--- config.mk ---
export PLATFORM = sky130hd
export DESIGN_NAME = sio_chan_core
export DESIGN_NICKNAME = d
export VERILOG_FILES = /design/src/rtl/sio_chan_pkg.sv /design/src/rtl/sio_tx_hold.sv /design/src/rtl/sio_rx_queue.sv /design/src/rtl/sio_modem_sync.sv /design/src/rtl/sio_irq_src.sv /design/src/rtl/sio_chan_core.sv
export SDC_FILE = /design/constraint.sdc
export NUM_CORES = 1
export LEC_CHECK = 0
export BUFFER_PORTS_ARGS = -buffer_cell sky130_fd_sc_hd__buf_4
export CAP_MARGIN = 20
export CORE_MARGIN = 8
export CORE_UTILIZATION = 40
export DETAILED_ROUTE_END_ITERATION = 16
export HOLD_SLACK_MARGIN = 0.15
export PLACE_DENSITY = 0.54
export SLEW_MARGIN = 20
export SYNTH_ARGS = -nofsm -noshare
export SYNTH_HDL_FRONTEND = slang
export SYNTH_HIERARCHICAL = 1
export SYNTH_SLANG_ARGS = --single-unit
--- constraint.sdc ---
create_clock -name clk_i -period 4.19 [get_ports clk_i]
set_input_delay 0.2095 -clock clk_i [delete_from_list [all_inputs] [get_ports clk_i]]
set_output_delay 0.2095 -clock clk_i [all_outputs]
set_load 0.02 [all_outputs]
--- src/rtl/sio_chan_pkg.sv ---
package sio_chan_pkg;
  typedef enum logic [1:0] {
    RXI_OFF   = 2'b00,
    RXI_FIRST = 2'b01,
    RXI_ALL_A = 2'b10,
    RXI_ALL_B = 2'b11
  } rx_int_mode_e;

  localparam int unsigned IRQ_RX   = 0;
  localparam int unsigned IRQ_TX   = 1;
  localparam int unsigned IRQ_STAT = 2;
  localparam int unsigned IRQ_ERR  = 3;
  localparam int unsigned IRQ_N    = 4;

  // status image bit positions
  localparam int unsigned ST_RXAV = 0;
  localparam int unsigned ST_TXE  = 2;
  localparam int unsigned ST_DCD  = 3;
  localparam int unsigned ST_RI   = 4;
  localparam int unsigned ST_CTS  = 5;
endpackage

--- src/rtl/sio_tx_hold.sv ---
module sio_tx_hold #(
  parameter int unsigned DW = 8
) (
  input  logic          clk_i,
  input  logic          rst_ni,
  input  logic          flush_i,
  input  logic          load_i,
  input  logic [DW-1:0] load_data_i,
  input  logic          tick_i,
  output logic          empty_o,
  output logic          full_o,
  output logic          sent_o,
  output logic          tx_valid_o,
  output logic [DW-1:0] tx_data_o
);
  logic          full_q;
  logic [DW-1:0] data_q;

  assign sent_o  = tick_i & full_q & ~flush_i;
  assign full_o  = full_q;
  assign empty_o = ~full_q;

  always_ff @(posedge clk_i or negedge rst_ni) begin
    if (!rst_ni) begin
      full_q     <= 1'b0;
      data_q     <= '0;
      tx_valid_o <= 1'b0;
      tx_data_o  <= '0;
    end else begin
      tx_valid_o <= sent_o;
      if (sent_o) tx_data_o <= data_q;
      if (flush_i) begin
        full_q <= 1'b0;
      end else if (load_i) begin
        full_q <= 1'b1;
        data_q <= load_data_i;
      end else if (sent_o) begin
        full_q <= 1'b0;
      end
    end
  end
endmodule

--- src/rtl/sio_rx_queue.sv ---
module sio_rx_queue #(
  parameter int unsigned DW    = 8,
  parameter int unsigned DEPTH = 16
) (
  input  logic                       clk_i,
  input  logic                       rst_ni,
  input  logic                       push_i,
  input  logic [DW-1:0]              push_data_i,
  input  logic                       pop_i,
  output logic [DW-1:0]              head_o,
  output logic                       empty_o,
  output logic [$clog2(DEPTH+1)-1:0] count_o
);
  localparam int unsigned AW = $clog2(DEPTH);
  localparam int unsigned CW = $clog2(DEPTH+1);
  localparam logic [AW-1:0] LAST = AW'(DEPTH-1);

  logic [DW-1:0] mem_q [DEPTH];
  logic [AW-1:0] wptr_q, rptr_q;
  logic [CW-1:0] cnt_q;
  logic          do_push, do_pop;

  // one slot kept free: usable capacity is DEPTH-1
  assign do_push = push_i & (cnt_q != CW'(DEPTH-1));
  assign do_pop  = pop_i & (cnt_q != '0);
  assign empty_o = (cnt_q == '0);
  assign head_o  = mem_q[rptr_q];
  assign count_o = cnt_q;

  always_ff @(posedge clk_i or negedge rst_ni) begin
    if (!rst_ni) begin
      wptr_q <= '0;
      rptr_q <= '0;
      cnt_q  <= '0;
    end else begin
      if (do_push) wptr_q <= (wptr_q == LAST) ? '0 : wptr_q + 1'b1;
      if (do_pop)  rptr_q <= (rptr_q == LAST) ? '0 : rptr_q + 1'b1;
      case ({do_push, do_pop})
        2'b10:   cnt_q <= cnt_q + 1'b1;
        2'b01:   cnt_q <= cnt_q - 1'b1;
        default: cnt_q <= cnt_q;
      endcase
    end
  end

  always_ff @(posedge clk_i) begin
    if (do_push) mem_q[wptr_q] <= push_data_i;
  end
endmodule

--- src/rtl/sio_modem_sync.sv ---
module sio_modem_sync #(
  parameter int unsigned N      = 3,
  parameter int unsigned STAGES = 2
) (
  input  logic         clk_i,
  input  logic         rst_ni,
  input  logic [N-1:0] async_i,
  output logic [N-1:0] level_o,
  output logic         change_o
);
  logic [N-1:0] stage_q [STAGES];
  logic [N-1:0] prev_q;

  for (genvar s = 0; s < STAGES; s++) begin : g_stage
    always_ff @(posedge clk_i or negedge rst_ni) begin
      if (!rst_ni) stage_q[s] <= '0;
      else if (s == 0) stage_q[s] <= async_i;
      else stage_q[s] <= stage_q[(s == 0) ? 0 : s-1];
    end
  end

  always_ff @(posedge clk_i or negedge rst_ni) begin
    if (!rst_ni) prev_q <= '0;
    else prev_q <= stage_q[STAGES-1];
  end

  assign level_o  = stage_q[STAGES-1];
  assign change_o = |(stage_q[STAGES-1] ^ prev_q);
endmodule

--- src/rtl/sio_irq_src.sv ---
module sio_irq_src #(
  parameter int unsigned N = 4
) (
  input  logic         clk_i,
  input  logic         rst_ni,
  input  logic         flush_i,
  input  logic [N-1:0] set_i,
  input  logic [N-1:0] clr_i,
  output logic [N-1:0] req_o
);
  // clear has priority over set within a source
  for (genvar i = 0; i < N; i++) begin : g_src
    always_ff @(posedge clk_i or negedge rst_ni) begin
      if (!rst_ni) req_o[i] <= 1'b0;
      else if (flush_i || clr_i[i]) req_o[i] <= 1'b0;
      else if (set_i[i]) req_o[i] <= 1'b1;
    end
  end
endmodule

--- src/rtl/sio_chan_core.sv ---
module sio_chan_core
  import sio_chan_pkg::*;
#(
  parameter int unsigned DW       = 8,
  parameter int unsigned Q_DEPTH  = 16,
  parameter int unsigned SYNC_STG = 2
) (
  input  logic          clk_i,
  input  logic          rst_ni,
  input  logic          tx_en_i,
  input  logic          rx_en_i,
  input  logic [1:0]    rx_int_mode_i,
  input  logic          tx_int_en_i,
  input  logic          stat_int_en_i,
  input  logic          arm_rx_int_i,
  input  logic          clr_tx_int_i,
  input  logic          clr_stat_int_i,
  input  logic          clr_err_int_i,
  input  logic          chan_reset_i,
  input  logic          tick_i,
  input  logic          wr_valid_i,
  input  logic [DW-1:0] wr_data_i,
  input  logic          rd_i,
  output logic [DW-1:0] rd_data_o,
  input  logic          rx_push_i,
  input  logic [DW-1:0] rx_push_data_i,
  input  logic          rx_err_i,
  input  logic          cts_i,
  input  logic          dcd_i,
  input  logic          ri_i,
  output logic          tx_valid_o,
  output logic [DW-1:0] tx_data_o,
  output logic [7:0]    stat_o,
  output logic [IRQ_N-1:0] irq_o
);
  localparam int unsigned CW = $clog2(Q_DEPTH+1);

  logic          wr_ok, tx_empty, hold_full, tx_sent;
  logic [DW-1:0] q_head;
  logic          q_empty, deliver;
  logic [CW-1:0] q_count;
  logic [2:0]    modem_lvl;
  logic          modem_chg;
  logic          rx_avail_q, armed_q;
  logic [DW-1:0] rx_data_q;
  logic          rx_req_set;
  logic [IRQ_N-1:0] irq_set, irq_clr;
  rx_int_mode_e  mode;

  assign mode  = rx_int_mode_e'(rx_int_mode_i);
  assign wr_ok = wr_valid_i & tx_en_i;

  sio_tx_hold #(.DW(DW)) u_tx (
    .clk_i, .rst_ni,
    .flush_i     (chan_reset_i),
    .load_i      (wr_ok),
    .load_data_i (wr_data_i),
    .tick_i,
    .empty_o     (tx_empty),
    .full_o      (hold_full),
    .sent_o      (tx_sent),
    .tx_valid_o,
    .tx_data_o
  );

  sio_rx_queue #(.DW(DW), .DEPTH(Q_DEPTH)) u_rxq (
    .clk_i, .rst_ni,
    .push_i      (rx_push_i),
    .push_data_i (rx_push_data_i),
    .pop_i       (tick_i),
    .head_o      (q_head),
    .empty_o     (q_empty),
    .count_o     (q_count)
  );

  sio_modem_sync #(.N(3), .STAGES(SYNC_STG)) u_modem (
    .clk_i, .rst_ni,
    .async_i  ({cts_i, ri_i, dcd_i}),
    .level_o  (modem_lvl),
    .change_o (modem_chg)
  );

  // a dequeued character is only delivered when the receive path is on
  assign deliver = tick_i & ~q_empty & rx_en_i;

  always_comb begin
    unique case (mode)
      RXI_OFF:   rx_req_set = 1'b0;
      RXI_FIRST: rx_req_set = armed_q;
      default:   rx_req_set = 1'b1;
    endcase
  end

  always_ff @(posedge clk_i or negedge rst_ni) begin
    if (!rst_ni) begin
      rx_avail_q <= 1'b0;
      rx_data_q  <= '0;
      armed_q    <= 1'b0;
    end else if (chan_reset_i) begin
      rx_avail_q <= 1'b0;
      armed_q    <= 1'b0;
    end else begin
      if (deliver) begin
        rx_data_q  <= q_head;
        rx_avail_q <= 1'b1;
      end else if (rd_i) begin
        rx_avail_q <= 1'b0;
      end
      if (arm_rx_int_i)  armed_q <= 1'b1;
      else if (deliver)  armed_q <= 1'b0;
    end
  end

  always_comb begin
    irq_set = '0;
    irq_clr = '0;
    irq_set[IRQ_RX]   = deliver & rx_req_set;
    irq_set[IRQ_TX]   = tx_sent & tx_int_en_i;
    irq_set[IRQ_STAT] = modem_chg & stat_int_en_i;
    irq_set[IRQ_ERR]  = rx_err_i;
    irq_clr[IRQ_RX]   = rd_i & ~deliver;
    irq_clr[IRQ_TX]   = wr_ok | clr_tx_int_i;
    irq_clr[IRQ_STAT] = clr_stat_int_i;
    irq_clr[IRQ_ERR]  = clr_err_int_i;
  end

  sio_irq_src #(.N(IRQ_N)) u_irq (
    .clk_i, .rst_ni,
    .flush_i (chan_reset_i),
    .set_i   (irq_set),
    .clr_i   (irq_clr),
    .req_o   (irq_o)
  );

  always_comb begin
    stat_o          = '0;
    stat_o[ST_RXAV] = rx_avail_q;
    stat_o[ST_TXE]  = tx_empty;
    stat_o[ST_DCD]  = modem_lvl[0];
    stat_o[ST_RI]   = modem_lvl[1];
    stat_o[ST_CTS]  = modem_lvl[2];
  end

  assign rd_data_o = rx_data_q;
endmodule

==> flow_summary.toml <==
[power_and_ir_drop]
power.leakage_nw = 3.448
p_comb_frac = 0.278
sequentialPowerShare = 0.444
clkPwrFrac = 0.279
peakVddDrop_uv = 298.3
swShare = 0.3214
p_int_mw = 3.774
power_density_nw_per_um2 = 619.5
power_switching_mw = 1.788

[layout]
utilization = 0.4864
diodes = 0
area_growth_pct = 20.71
final_cell_area_sq_um = 8977
drive_above_1_share = 0.2729
fin_nets = 580

[clock_tree]
numCtsBuffers = 17
h-tree-depth = 4
clock_sinks = 182
ctsLongestPathBuffers = 2
cts.repair.resized = 0
clock_latency_ns = 0.43
cts_tree = "done"
root_buffer = "clkbuf_16"
clk_pin_slew_ns = 0.07

[detailed_routing]
wire_per_inst_microns = 20.59
first_pass_iters = 4
drc = 0
drt_first_iter_violations = 297
ant_nets = 0
viasPerCell = 5.144
vias = 4012
drt_wl_total_microns = 16060

[synthesis]
syn_area_sq_um = 7437
yosysTopAreaCell = "edfxtp_1"
yosys.area.top_type_share = 0.5168
synth_cell_types = 45
synth.area.top_cells = "edfxtp_1 (52%), dfrtp_1 (18%), mux4_2 (4.8%), mux2i_1 (4.4%), mux2_4 (3.2%)"
synth.most_common_cell = "edfxtp_1"
synth-edff-count = 128
synthCells = 438
synthArstFlopShare = 0.2967
yosysWarningCount = 6
syn_avg_cell_area_sq_um = 16.98
yosysSeqAreaShare = 0.6985
ys_top_cells_by_count = "edfxtp_1 (128), dfrtp_1 (54), mux2i_1 (33)"
synth_flop_cell = "edfxtp_1"
synth-seq-cells = 182

[global_routing]
grt.overflow.total = 0
grt_max_degree = 55
grt_pass1_vias = 4295
grt_use_total = 0.1453
antenna_found_initial = 0
grt_pass1_wl_microns = 25650

[sta]
fin_ws_ns = 1.381
relSlewSlack = 0.2956
worst_pin_slew_ns = 1.054
finalCritPeriodShare = 0.6704
maxClockFrequency_mhz = 356.0
skew_ns = 0.01301
grt_setup_unrepaired = "no"
setup_viol = 0
finalSetupTns_ns = 0
hold_violations = 0
slew_viol_final = 0
period_needed_ns = 2.809
worst_hold_slack_ns = 0.2154

[flow_run]
drv_cap = 0

[hold_path]
hp-class = "in2reg"
min_from = "rx_int_mode_i[1]"
hold_depth = 5
min_to = "u_irq/req_o[0]"

[setup_path]
startpoint_type = "flip-flop"
required_ns = 4.54
crit_start = "u_rxq/count_o[0]"
worstReg2RegEnd = "u_rxq/count_o[4]"
critPathMaxStageDelay_ns = 0.58
end_kind = "flip-flop"
slowest_stage = "or4_4"
crit_chain = "or4_4, o21ai_4, inv_4, ha_1, fa_1, a21o_1, a21oi_1, mux2i_1, xnor2_1"
reg2regPathDepth = 9
rrSetupSlack_ns = 1.38
worstReg2RegStart = "u_rxq/count_o[0]"
worstSetupPathType = "reg2reg"
cp_max_fo = 6
crit_arrival_ns = 3.16

[place]
routabilityCongestion = 0.7565
portBuffers = 62
place_hpwl_microns = 10380
place_area_sq_um = 8071
pre_cts_slack_ns = 1.401

[run_status]
status = "complete, no violations"

[floorplan]
io_pins = 66
die_area_sq_um = 23210
core_area_sq_um = 18460
rows = 50
die_x_microns = 152.4
initial_core_util = 0.4030
die_h_microns = 152.4
[stage by stage]
stage	total power, mW	std cells
2_1_floorplan	3.546	440
3_5_place_dp	4.045	715
4_1_cts	5.633	780
3_3_place_gp	4.015	715
5_1_grt	5.863	780
6_report	5.562	780
[state kept, by name, summed over array words and instances, names as in the netlist, 4 cells and up]
| name | cells |
|---|---|
| u_rxq/mem_q | 128 |
| rd_data_o | 8 |
| u_tx/data_q | 8 |
| u_tx/tx_data_o | 8 |
| u_rxq/count_o | 5 |
| u_irq/req_o | 4 |
| u_rxq/rptr_q | 4 |
| u_rxq/wptr_q | 4 |
[cell type report]
cell class | count | area, sq um
repair buffers | 102 | 860.8
fillers | 1533 | 9478
clock inverters | 14 | 146.4
multi-input cells | 221 | 2016
well taps | 234 | 292.8
flip-flops and latches | 182 | 5196
clock buffers | 18 | 429.2
inverters | 9 | 36.28
[worst max path at each step]
stage	end	slack [ns]
finish	u_rxq/count_o[4]	1.38
global route	u_rxq/count_o[4]	1.21
CTS	u_rxq/count_o[4]	1.38
detailed placement	u_rxq/count_o[4]	1.40
global placement	u_rxq/count_o[4]	1.41
floorplan	u_rxq/count_o[4]	1.54
[power groups by stage]
| stage | clock [mW] | sequential [mW] | combinational [mW] |
|---|---|---|---|
| 6_report | 1.55 | 2.47 | 1.55 |
| 5_1_grt | 1.67 | 2.51 | 1.69 |
| 4_1_cts | 1.59 | 2.47 | 1.57 |
| 2_1_floorplan | 0 | 2.42 | 1.13 |
| 3_5_place_dp | 0 | 2.51 | 1.54 |
| 3_3_place_gp | 0 | 2.50 | 1.52 |
[cells in the final DEF (no fill, tap or decap), types with 2 or more instances in the layout]
cell type      count
a21o_1             3
a21oi_1            5
a221oi_1          15
a22o_1             2
a22oi_1            9
and2_1             5
buf_4             68
clkbuf_16         17
clkinv_1           2
clkinv_4           3
conb_1             3
dfrtp_1           53
dlygate4sd3_1     33
edfxtp_1         128
ha_1               9
inv_1              8
inv_8              4
mux2_2             9
mux2_4            16
mux2i_1           33
mux4_2            16
nand2_1           20
nand2b_1           3
nand3_1            4
nor2_1            19
nor2b_1            4
nor3_1             9
o21ai_0           13
xnor2_1            8
[per-layer routing]
layer,global-route usage,vias up,wire length (microns)
met5,0,-,0
li1,-,1851,-
met2,0.2358,91,7847
met1,0.1865,2058,7051
met4,0.04188,0,135
met3,0.04141,12,1023
[critical path, delay by kind of cell (launching register included)]
family	cells	cell delay (ns)
mux	1	0.23
xor+xnor	1	0.13
buf+inv	1	0.06
simple gates	1	0.58
flops	1	0.45
fa+ha+maj	2	0.70
compound gates	3	0.58
[cells by family after synthesis]
| group | share of synthesized area |
|---|---|
| AOI/OAI and AO/OA | 0.05283 |
| xor gates and xnor gates | 0.01060 |
| adders and majority gates | 0.01783 |
| buffers and inverters | 0.03230 |
| DFF | 0.6985 |
| muxes | 0.1388 |
| other | 0.0005042 |
| and+or+nand+nor | 0.04862 |
[repair_timing]
item / 4_1_cts / 5_1_grt
hold buffers: 33 / 0
buffers inserted: 0 / 0
endpoints found under the hold margin: 202 / 0
Power figures use the tool's default switching activity.
